**src/rtl/sstx_pkg.sv**
```systemverilog
package sstx_pkg;
    localparam int unsigned DATA_W = 8;
    localparam int unsigned WORD_W = DATA_W + 1;
    localparam int unsigned LEFT_W = $clog2(WORD_W + 1);

    typedef struct packed {
        logic              busy;
        logic              act;
        logic              dat;
        logic [LEFT_W-1:0] left;
        logic [WORD_W-1:0] sh;
    } shf_t;

    typedef struct packed {
        logic              full;
        logic [WORD_W-1:0] word;
    } hold_t;
endpackage

```
**src/rtl/sstx_baud.sv**
```systemverilog
module sstx_baud #(
    parameter int unsigned DIV_W = 16
) (
    input  logic             clk,
    input  logic             rst_n,
    input  logic             run,
    input  logic [DIV_W-1:0] div,
    output logic             tick
);
    logic [DIV_W-1:0] cnt_d, cnt_q;

    always_comb begin
        tick  = run && (cnt_q == div);
        cnt_d = '0;
        if (run && !tick) cnt_d = cnt_q + 1'b1;
    end

    always_ff @(posedge clk) begin
        if (!rst_n) cnt_q <= '0;
        else        cnt_q <= cnt_d;
    end


    half_period_chk: assert property (@(posedge clk) disable iff (!rst_n)
        (tick && div != '0 && $stable(div)) |=> !tick);
endmodule

```
**src/rtl/sstx_hold.sv**
```systemverilog
module sstx_hold
    import sstx_pkg::*;
(
    input  logic              clk,
    input  logic              rst_n,
    input  logic              wr_stb,
    input  logic [DATA_W-1:0] wr_data,
    input  logic              wr_bit9,
    input  logic              take,
    output logic              full,
    output logic [WORD_W-1:0] word
);
    hold_t h_d, h_q;

    always_comb begin
        h_d = h_q;
        if (take) h_d.full = 1'b0;
        if (wr_stb) begin
            h_d.full = 1'b1;
            h_d.word = {wr_bit9, wr_data};
        end
    end

    always_ff @(posedge clk) begin
        if (!rst_n) h_q <= '0;
        else        h_q <= h_d;
    end

    assign full = h_q.full;
    assign word = h_q.word;


    fill_only_by_write_chk: assert property (@(posedge clk) disable iff (!rst_n)
        $rose(h_q.full) |-> $past(wr_stb));

    write_fills_chk: assert property (@(posedge clk) disable iff (!rst_n)
        wr_stb |=> h_q.full);
endmodule

```
**src/rtl/sstx_shift.sv**
```systemverilog
module sstx_shift
    import sstx_pkg::*;
(
    input  logic              clk,
    input  logic              rst_n,
    input  logic              en,
    input  logic              tick,
    input  logic              load,
    input  logic [WORD_W-1:0] load_word,
    input  logic              nine,
    output logic              busy,
    output logic              act,
    output logic              dat,
    output logic              done
);
    shf_t s_d, s_q;

    always_comb begin
        s_d  = s_q;
        done = tick && s_q.act && (s_q.left == LEFT_W'(1));
        if (!en) begin
            s_d = '0;
        end else begin
            if (tick && !s_q.act) begin
                s_d.act = 1'b1;
                s_d.dat = s_q.sh[0];
            end else if (tick && s_q.act) begin
                s_d.act  = 1'b0;
                s_d.sh   = s_q.sh >> 1;
                s_d.left = s_q.left - 1'b1;
                if (done) s_d.busy = 1'b0;
            end
            if (load) begin
                s_d.busy = 1'b1;
                s_d.act  = 1'b0;
                s_d.sh   = load_word;
                s_d.left = nine ? LEFT_W'(WORD_W) : LEFT_W'(DATA_W);
            end
        end
    end

    always_ff @(posedge clk) begin
        if (!rst_n) s_q <= '0;
        else        s_q <= s_d;
    end

    assign busy = s_q.busy;
    assign act  = s_q.act;
    assign dat  = s_q.dat;


    dat_on_leave_chk: assert property (@(posedge clk) disable iff (!rst_n || !en)
        ($past(en) && !$rose(s_q.act)) |-> $stable(s_q.dat));

    act_needs_word_chk: assert property (@(posedge clk) disable iff (!rst_n)
        s_q.act |-> s_q.busy);
endmodule

```
**src/rtl/sync_ser_tx.sv**
```systemverilog
module sync_ser_tx
    import sstx_pkg::*;
#(
    parameter int unsigned DIV_W = 16
) (
    input  logic             clk,
    input  logic             rst_n,
    input  logic             tx_en,
    input  logic             word9_en,
    input  logic             clk_idle_hi,
    input  logic [DIV_W-1:0] baud_div,
    input  logic             wr_stb,
    input  logic [7:0]       wr_data,
    input  logic             wr_bit9,
    output logic             buf_empty,
    output logic             shift_empty,
    output logic             tx_active,
    output logic             ser_clk,
    output logic             ser_dat
);
    logic              tick, load, hold_full, busy, act, done;
    logic [WORD_W-1:0] hold_word;

    sstx_baud #(.DIV_W(DIV_W)) u_baud (
        .clk(clk), .rst_n(rst_n), .run(busy && tx_en), .div(baud_div), .tick(tick)
    );

    sstx_hold u_hold (
        .clk(clk), .rst_n(rst_n), .wr_stb(wr_stb), .wr_data(wr_data),
        .wr_bit9(wr_bit9), .take(load), .full(hold_full), .word(hold_word)
    );

    sstx_shift u_shift (
        .clk(clk), .rst_n(rst_n), .en(tx_en), .tick(tick), .load(load),
        .load_word(hold_word), .nine(word9_en), .busy(busy), .act(act),
        .dat(ser_dat), .done(done)
    );

    assign load        = tx_en && hold_full && (!busy || done);
    assign buf_empty   = !hold_full;
    assign shift_empty = !busy;
    assign tx_active   = busy;
    assign ser_clk     = act ^ clk_idle_hi;


    transfer_chk: assert property (@(posedge clk) disable iff (!rst_n)
        (tx_en && hold_full && !busy && !wr_stb) |=> (!shift_empty && buf_empty));

    abort_chk: assert property (@(posedge clk) disable iff (!rst_n)
        !tx_en |=> (shift_empty && !ser_dat && ser_clk == clk_idle_hi));
endmodule

```
**config.mk**
```make
export PLATFORM = sky130hd
export DESIGN_NAME = sync_ser_tx
export DESIGN_NICKNAME = d
export VERILOG_FILES = /design/src/rtl/sstx_pkg.sv /design/src/rtl/sstx_baud.sv /design/src/rtl/sstx_hold.sv /design/src/rtl/sstx_shift.sv /design/src/rtl/sync_ser_tx.sv
export SDC_FILE = /design/constraint.sdc
export NUM_CORES = 1
export LEC_CHECK = 0
export ABC_AREA = 1
export BUFFER_PORTS_ARGS = -buffer_cell sky130_fd_sc_hd__buf_2
export CAP_MARGIN = 25
export CORE_ASPECT_RATIO = 1.2
export CORE_UTILIZATION = 47
export CTS_CLUSTER_SIZE = 10
export DETAILED_ROUTE_END_ITERATION = 8
export PLACE_DENSITY = 0.68
export SYNTH_ARGS = -nofsm -noshare
export SYNTH_HDL_FRONTEND = slang
export SYNTH_SLANG_ARGS = --single-unit
```
**constraint.sdc**
```tcl
create_clock -name clk -period 5 [get_ports clk]
set_input_delay 0 -clock clk [delete_from_list [all_inputs] [get_ports clk]]
set_output_delay 0 -clock clk [all_outputs]
set_load 0.02 [all_outputs]
```
**Word level (Yosys, flattened, before mapping)**

Cells that the tools add are included.

- Add/subtract/negate cells: 2
- Equal/unequal tests: 3
- Muxes and demuxes: 11
- Bitwise operators: 3
- Reductions and logical operators: 22

Operators with widths:

| kind | number |
|---|---|
| $mux 13 | 3 |
| $add 16x1->16 const B | 1 |
| $eq 16x16->1 | 1 |
| $mux 10 | 1 |
| $logic_and 1x1->1 | 8 |
| $reduce_bool 2->1 | 4 |
| $reduce_and 2->1 | 3 |
| $mux 1 | 5 |
| $eq 4x1->1 const B | 1 |
| $logic_not 1->1 | 4 |
| $mux 2 | 2 |
| $sub 4x1->4 const B | 1 |
| $reduce_and 3->1 | 1 |
| $reduce_or 3->1 | 1 |
| $ne 2x2->1 const B | 1 |
| $not 1->1 | 2 |
| $logic_or 1x1->1 | 1 |
| $xor 1x1->1 | 1 |

- Flip-flop bits (word level): 42
- Bits of input ports: 31
- Output and inout port bits: 5
- Logic and storage cells: 49

**Longest topological paths before layout**

Gate-level depths: netlist of run 1.

- Depth in word-level cells: 8
- Mapped depth: 15
- Gate-level depth less buffers: 15

**Hierarchy**

A second synthesis of run 1 with hierarchy kept.

- Cell total of the unflattened synthesis: 348
- Area, all modules: 2,240.9 um^2

By module, submodules not included:

| module | times used | cells each | area an instance (um^2) | sequential area each (um^2) |
|---|---|---|---|---|
| sstx_baud | 1 | 189 | 1,076.0 | 320.3 |
| sstx_shift | 1 | 105 | 772.0 | 320.3 |
| sstx_hold | 1 | 43 | 346.6 | 200.2 |
| sync_ser_tx | 1 | 11 | 46.3 | 0.0 |

**Worst setup path after synthesis of run 1**

No wires, ideal clock.

- Kind: reg2reg
- Start point: register u_baud.cnt_q[7]
- End point: register u_shift.s_q[9] (netlist bit)
- Setup time: 117 ps
- Arrival time: 1,540 ps
- Required time: 4,883 ps
- Path slack: 3,343 ps
- Cell stages (with the launch flop): 13
- Buffers on the path: 2
- Clock period less this slack: 1,657 ps
- Path through: dfxtp_1 > buf_6 > xnor2_2 > nand2_1 > nor2_2 > nand2_2 > nor2_4 > nand4_4 > nand2_4 > nand2_4 > buf_6 > o21ai_0 > nor2_1

- Cells in the longest elaborated chain, start to end: 8
- Elaborated cells between the ends (all ways): 11
- Classes of those cells: eq/ne: 2; mux: 1; reduce/logical: 8

Ends and longest elaborated chain:

| what | RTL line | RTL |
|---|---|---|
| start: declaration | sstx_baud.sv:10 | `logic [DIV_W-1:0] cnt_d, cnt_q;` |
| start signal: assignment | sstx_baud.sv:20 | `else cnt_q <= cnt_d;` |
| $eq 16x16->1 * | sstx_baud.sv:13 | `tick = run && (cnt_q == div);` |
| $logic_and 1x1->1 * | sstx_baud.sv:13 |  |
| $logic_and 1x1->1 | sstx_shift.sv:20, sstx_shift.sv:27 |  |
| $logic_and 1x1->1 | sstx_shift.sv:20 | `done = tick && s_q.act && (s_q.left == LEFT_W'(1));` |
| $logic_or 1x1->1 | sync_ser_tx.sv:39 | `assign load = tx_en && hold_full && (!busy \|\| done);` |
| $logic_and 1x1->1 | sync_ser_tx.sv:39 |  |
| $ne 2x2->1 (no line) / $reduce_bool 2->1 (equally long branches) | -- |  |
| $reduce_and 2->1 (no line) | -- |  |
| end signal: assignment | sstx_shift.sv:43 | `if (!rst_n) s_q <= '0;` |
| end signal: assignment | sstx_shift.sv:44 | `else s_q <= s_d;` |
| end: declaration | sstx_shift.sv:16 | `shf_t s_d, s_q;` |

Mark *: on every way between the ends. The rest lies on a longest branch, timed or not.
A chain may end at the register's enable or synchronous reset.

**Final worst setup path of run 1**

- Start point: register u_baud.cnt_q[1]
- End point: register u_baud.cnt_q[14]

- Cells in the longest elaborated chain, start to end: 5
- Elaborated cells between the ends (all ways): 6
- Classes of those cells: add/sub: 1; eq/ne: 1; reduce/logical: 4

Ends and longest elaborated chain:

| what |
|---|
| parallel branches: the longest is 5 deep, another holds $add 16x1->16 |

Parallel ways; which one is timed is not known.

==> out/metrics.yaml, run 1 <==
run_status: "finished, final reports clean"
finalSetupViolations: 0
synth.net_count: 378
ys_ff_latch: 42
rsz0062_at_grt: "no"
grt_pass1_vias: 1978
routabilityCongestion: 0.941
synthDominantCellAreaShare_pct: 36.7
final.hold.worst_slack_ns: 0.0216
drt-wirelength-per-cell_um: 10.4
final_antenna_net_count: 0
syn2layout_area_growth_pct: 19.4
place.port_buffers: 35
cts_tree: "built"
worst-r2r-setup-slack_ns: 3.03
finalCriticalPeriod_ns: 1.97
postcts_setup_bufs: 0
detailedPlacementHpwl_mm: 3.55
via_count: 2107
die_width_um: 65.7
floorplan.initialDensity_pct: 49.5
cts-hold-fix-buffers: 12
gr-usage-all-layers_pct: 20.9
setup_ws_pre_cts_ns: 3.05
critPathCaptureType: "flop"
drt_iter0_drc: 97
drtPass1Iterations: 4
p_per_area_mw_per_mm2: 252
grt_first_pass_wirelength_mm: 8.22
cts.repair.resized: 0
n_antenna_cell: 0
setup_tns_ns: 0
max-vdd-ir-drop_mv: 0.184
post-route-util_pct: 59.1
final_layout_size_suffix_gt1_share_pct: 17.8
synth_cells: 344
detail_route.wirelength_mm: 4.72
top_level_ports: 36
chipHeight_um: 78.5
synth_sequential_area_ratio_pct: 36.7
tightestPinTransition_ns: 0.524
cts.root.buffer_cell: "clkbuf_8"
final_nets: 427
clk_pin_slew_worst_paths_ns: 0.08
drt-vias-per-instance: 4.66
synth_warnings: 0
post-synth-top-area-cell: "dfxtp_1"
critPathKind: "flop to flop"
timing_hold_violations_final: 0
max-clock-path-buffers: 2
postLayoutCellArea_mm2: 0.00273
cts_inserted_buffers: 5
critical_path_data_required_time_ns: 5.24
crit_arrival_ns: 2.21
worst_slack_ns: 3.03
synth_area_mm2: 0.00229
postSynthAreaPerCell_um2: 6.66
rows: 27
critical_path.startpoint_type: "flop"
static_leakage_nw: 1.24
ys_top_cells_by_area: "dfxtp_1 37%, nand2_1 18%, inv_1 7.5%, nor2_1 5.1%, a21oi_1 4.8%"
max_cap_viols: 0
grt_overflow_total: 0
clkSinkCount: 42
clock_latency_ns: 0.30
finalClockSkew_ns: 0.00334
grt_antenna_before_repair: 0
h_tree_depth: 2
timing.final.max_slew_violations: 0
timing.slew.headroom_pct: 65.0
synth_cell_types: 33
achievable-frequency_ghz: 0.507
die_area_mm2: 0.00516
critPathMaxFanout: 4
largest_net_degree_at_the_start_of_global_routing: 18
placeableCoreArea_mm2: 0.00463
hold_path.class: "input port to flop"
layout_worst_path_cycle_share_pct: 39.5
detailed_place.area_mm2: 0.00250
drt_drc_violations_left: 0
## synth_stat cells
cell / n
buf_6: 2
nor3_1: 5
or2_2: 1
xnor2_2: 1
xor2_1: 6
buf_1: 2
a211oi_1: 1
nand4_2: 1
o31ai_1: 1
nand4_1: 3
nor3b_1: 2
nand2_4: 2
xnor2_1: 4
clkinv_1: 2
nand3_1: 18
nor3_2: 2
a31oi_1: 1
dfxtp_1: 42
inv_2: 10
clkbuf_1: 1
nand4_4: 1
inv_1: 46
a21oi_1: 22
o21ai_1: 2
ha_1: 3
nor3_4: 1
nand2_1: 109
nor2_4: 1
o21ai_0: 13
nand2_2: 1
nor2_1: 31
nor2_2: 1
a21oi_2: 6
## power by group
part | total (mW) | internal [mW] | switching [mW]
sequential | 0.347 | 0.342 | 0.00419
clock | 0.268 | 0.149 | 0.119
combinational | 0.0747 | 0.0327 | 0.0420
total | 0.689 | 0.524 | 0.165
## critical path: stages, from the launching register on
cell     delay [ns]
dfxtp_1        0.41
ha_1           0.19
nand2_1        0.06
inv_2          0.06
nand2_1        0.09
nor3_2         0.22
nand3_1        0.10
nor2_1         0.22
nand4_1        0.19
nor2_1         0.17
o21ai_1        0.08
a21oi_1        0.12
## path summary, 6_finish.rpt
kind / startpoint / endpoint / cells past startpoint
setup / recovery: u_baud.cnt_q[1]$_SDFF_PN0_ / u_baud.cnt_q[14]$_SDFF_PN0_ / 11
hold / removal: rst_n / u_hold.word[4]$_SDFFE_PN0P_ / 3
setup reg to reg: u_baud.cnt_q[1]$_SDFF_PN0_ / u_baud.cnt_q[14]$_SDFF_PN0_ / 11
hold reg to reg: u_hold.word[5]$_SDFFE_PN0P_ / u_hold.word[5]$_SDFFE_PN0P_ / 2
## area by class of cell
type	count	area, um2
well taps	58	72.6
fillers	469	1890
multi-input cells	239	1200
clock buffers	6	72.6
clock inverters	2	37.5
inverters	58	218
repair buffers	47	295
flip-flops and latches	42	841
## layout by cell type, fill, tap and decap left out, types with 3 or more instances in the layout
cell type,netlist,routed
o21ai_0,13,13
a21oi_1,22,22
inv_2,10,10
nand3_1,18,18
nand4_1,3,3
xnor2_1,4,4
clkbuf_8,0,5
inv_1,46,46
dfxtp_1,42,42
dlygate4sd3_1,0,12
ha_1,3,3
a21oi_2,6,6
nor2_1,31,31
nand2_1,109,109
buf_2,0,35
xor2_1,6,6
nor3_1,5,5
## sequential cells by signal, indices dropped and copies added (netlist names)
register      flops
u_baud.cnt_q     16
u_shift.act       1
u_hold.full       1
u_shift.dat       1
u_shift.busy      1
u_hold.word       9
u_shift.s_q      13
## kinds of logic (layout without fill, tap and decap cells)
kind of cell,count (synthesis),count (layout),share of synthesized area [%]
fa+ha+maj,3,3,1.64
buf+inv,63,113,11.0
compound gates,46,46,11.3
flops,42,42,36.7
simple gates,179,179,34.8
xor+xnor,11,11,4.54
## routing by layer
metal / track usage (%) / up-vias / part of all wire (%)
li1: - / 1164 / -
met1: 22.4 / 903 / 43
met2: 38.3 / 32 / 51
met3: 5.09 / 8 / 3.6
met4: 7.83 / 0 / 1.9
met5: 0 / - / 0
## per-stage QoR
stage               instances  power, mW
global route              452      0.724
floorplan                 344      0.398
finish                    452      0.689
global placement          432      0.421
CTS                       452      0.697
detailed placement        432      0.422
Power figures use the tool's default switching activity.
==> inputs of run 2 (changes only) <==
==> constraint.sdc (replaced) <==
create_clock -name clk -period 2 [get_ports clk]
set_input_delay 0 -clock clk [delete_from_list [all_inputs] [get_ports clk]]
set_output_delay 0 -clock clk [all_outputs]
set_load 0.02 [all_outputs]
==> run 2 against run 1 <==
Net effect:
- sequential power increased by 150%
- clock skew increased by 0.0029 ns
- wire length increased by 0.21%
- largest power group unchanged
- core utilization increased by 0.14 points
- combinational power increased by 140%
- critical path depth unchanged
- final area increased by 0.23%
- critical endpoint unchanged
- worst setup slack got worse by 2.9 ns
- count of clock-buffer cells in the layout unchanged
- die area unchanged
==> out/metrics.yaml, run 2 (synthesis gave the netlist of run 1 again) <==
run_status: "finished, final reports clean"  # unchanged
finalSetupViolations: 0  # unchanged
largest_net_degree_at_the_start_of_global_routing: 18  # unchanged
power.share.clock_pct: 39.4  # was 38.9%
finalCriticalPeriod_ns: 1.83  # was 1.97 ns
rsz0062_at_grt: "no"  # unchanged
via_count: 2130  # was 2107
cts.root.buffer_cell: "clkbuf_8"  # unchanged
floorplan.initialDensity_pct: 49.5  # unchanged
top_level_ports: 36  # unchanged
critical_path.startpoint_type: "flop"  # unchanged
placeableCoreArea_mm2: 0.00463  # unchanged
nFillCells: 460  # was 469
detail_route.wirelength_mm: 4.73  # was 4.72 mm
drt-wirelength-per-cell_um: 10.5  # was 10.4 um
drt_drc_violations_left: 0  # unchanged
crit_arrival_ns: 2.05  # was 2.21 ns
place.port_buffers: 35  # unchanged
met2RoutedLength_mm: 2.42  # about the same
routabilityCongestion: 0.818  # was 0.941
sequentialPowerShare_pct: 50.2  # was 50.3%
detail_route.wirelength.met1_mm: 2.10  # was 2.04 mm
layout_worst_path_cycle_share_pct: 91.4  # was 39.5%
final_nets: 426  # was 427
drt_iter0_drc: 85  # was 97
clock_latency_ns: 0.29  # was 0.30 ns
timing.slew.headroom_pct: 64.7  # was 65.0%
p_comb_share_pct: 10.4  # was 10.8%
worst_slack_ns: 0.171  # was 3.03 ns
drt-vias-per-instance: 4.73  # was 4.66
critical_path_data_required_time_ns: 2.22  # was 5.24 ns
max-vdd-ir-drop_mv: 0.430  # was 0.184 mV
cts_inserted_buffers: 5  # unchanged
highest-signal-layer: "met4"  # unchanged
grt_antenna_before_repair: 0  # unchanged
power.share.switching_pct: 22.9  # was 23.9%
max_cap_viols: 0  # unchanged
static_leakage_nw: 1.26  # was 1.24 nW
chipHeight_um: 78.5  # unchanged
final_layout_size_suffix_gt1_share_pct: 20.9  # was 17.8%
clk_pin_slew_worst_paths_ns: 0.08  # about the same
die_area_mm2: 0.00516  # unchanged
mostFrequentLayoutCell: "nand2_1"  # unchanged
grt_overflow_total: 0  # unchanged
detailed_place.area_mm2: 0.00252  # was 0.00250 mm2
largest_register: "u_baud.cnt_q"  # unchanged
grt_first_pass_wirelength_mm: 7.97  # was 8.22 mm
achievable-frequency_ghz: 0.547  # was 0.507 GHz
rows: 27  # unchanged
max-clock-path-buffers: 2  # unchanged
power_report.internal_total_mw: 1.33  # was 524 uW
h_tree_depth: 2  # unchanged
p_per_area_mw_per_mm2: 630  # was 252 mW/mm2
met3RoutedLength_um: 162  # was 169 um
clkSinkCount: 42  # unchanged
timing_hold_violations_final: 0  # unchanged
hold_path.class: "input port to flop"  # unchanged
postLayoutCellArea_mm2: 0.00274  # was 0.00273 mm2
cts_tree: "built"  # unchanged
drtPass1Iterations: 5  # was 4
critPathCaptureType: "flop"  # unchanged
layout_common_cells: "109 x nand2_1, 46 x inv_1, 36 x dfxtp_1"  # was 109 x nand2_1, 46 x inv_1, 42 x dfxtp_1
critPathMaxFanout: 4  # unchanged
critPathKind: "flop to flop"  # unchanged
grt_pass1_vias: 1916  # was 1978
largest_reg_flops: 16  # unchanged
power.switching_uw: 395  # was 165 uW
n_antenna_cell: 0  # unchanged
die_width_um: 65.7  # unchanged
post-route-util_pct: 59.2  # was 59.1%
final_antenna_net_count: 0  # unchanged
setup_ws_pre_cts_ns: 0.0919  # was 3.05 ns
final.hold.worst_slack_ns: 0.00132  # was 0.0216 ns
syn2layout_area_growth_pct: 19.7  # was 19.4%
detailedPlacementHpwl_mm: 3.54  # was 3.55 mm
setup_tns_ns: 0  # unchanged
tightestPinTransition_ns: 0.528  # was 0.524 ns
timing.final.max_slew_violations: 0  # unchanged
finalClockSkew_ns: 0.00629  # was 0.00334 ns
gr-usage-all-layers_pct: 20.0  # was 20.9%
-- run 2: stage by stage --
step,cells,power (mW)
floorplan,344,0.995
global placement,434,1.05
detailed placement,434,1.06
CTS,448,1.74
global route,450,1.81
finish,450,1.73
-- run 2: power groups by stage --
stage	logic (mW)	registers (mW)	clock network, mW
after floorplan	0.111	0.884	0
after global placement	0.168	0.886	0
after detailed placement	0.170	0.887	0
after CTS	0.181	0.867	0.690
after global routing	0.205	0.870	0.734
final	0.180	0.867	0.679
-- run 2: cell type report --
type	count	area, um2	area share (%)
Timing Repair Buffer	46	275	10.0
Clock buffer	6	82.6	3.01
Clock inverter	1	30.0	1.10
Sequential cell	42	848	31.0
Tap cell	58	72.6	2.65
Multi-Input combinational cell	239	1210	44.3
Inverter	58	218	7.95
-- run 2: layer usage --
layer	vias up	track usage (%)
li1	1160	-
met2	41	36.5
met1	925	22.9
met5	-	0
met4	0	5.87
met3	4	3.92
-- run 2: worst max-delay path, cell delays in order, from the launching register on --
cell	delay [ns]
dfxtp_2	0.37
ha_1	0.17
nand2_1	0.07
inv_2	0.06
nand2_1	0.10
nor3_4	0.19
nand3_1	0.10
nor2_1	0.18
nand4_1	0.19
nor2_1	0.17
o21ai_1	0.07
a21oi_1	0.10
-- run 2: repair_timing --
action | in CTS | in global routing
setup buffers | 0 | 2
endpoints found under the setup margin | 0 | 14
endpoints found under the hold margin | 7 | 0
hold buffers | 7 | 0
resized for setup | 0 | 9
-- run 2: path summary, 6_finish.rpt --
check	startpoint	end	slack (ns)	cells past startpoint
max	u_baud.cnt_q[1]$_SDFF_PN0_	u_baud.cnt_q[14]$_SDFF_PN0_	0.17	11
min	wr_stb	u_hold.word[0]$_SDFFE_PN0P_	0.001	3
max reg2reg	u_baud.cnt_q[1]$_SDFF_PN0_	u_baud.cnt_q[14]$_SDFF_PN0_	0.17	11
min reg2reg	u_baud.cnt_q[0]$_SDFF_PN0_	u_baud.cnt_q[0]$_SDFF_PN0_	0.45	1
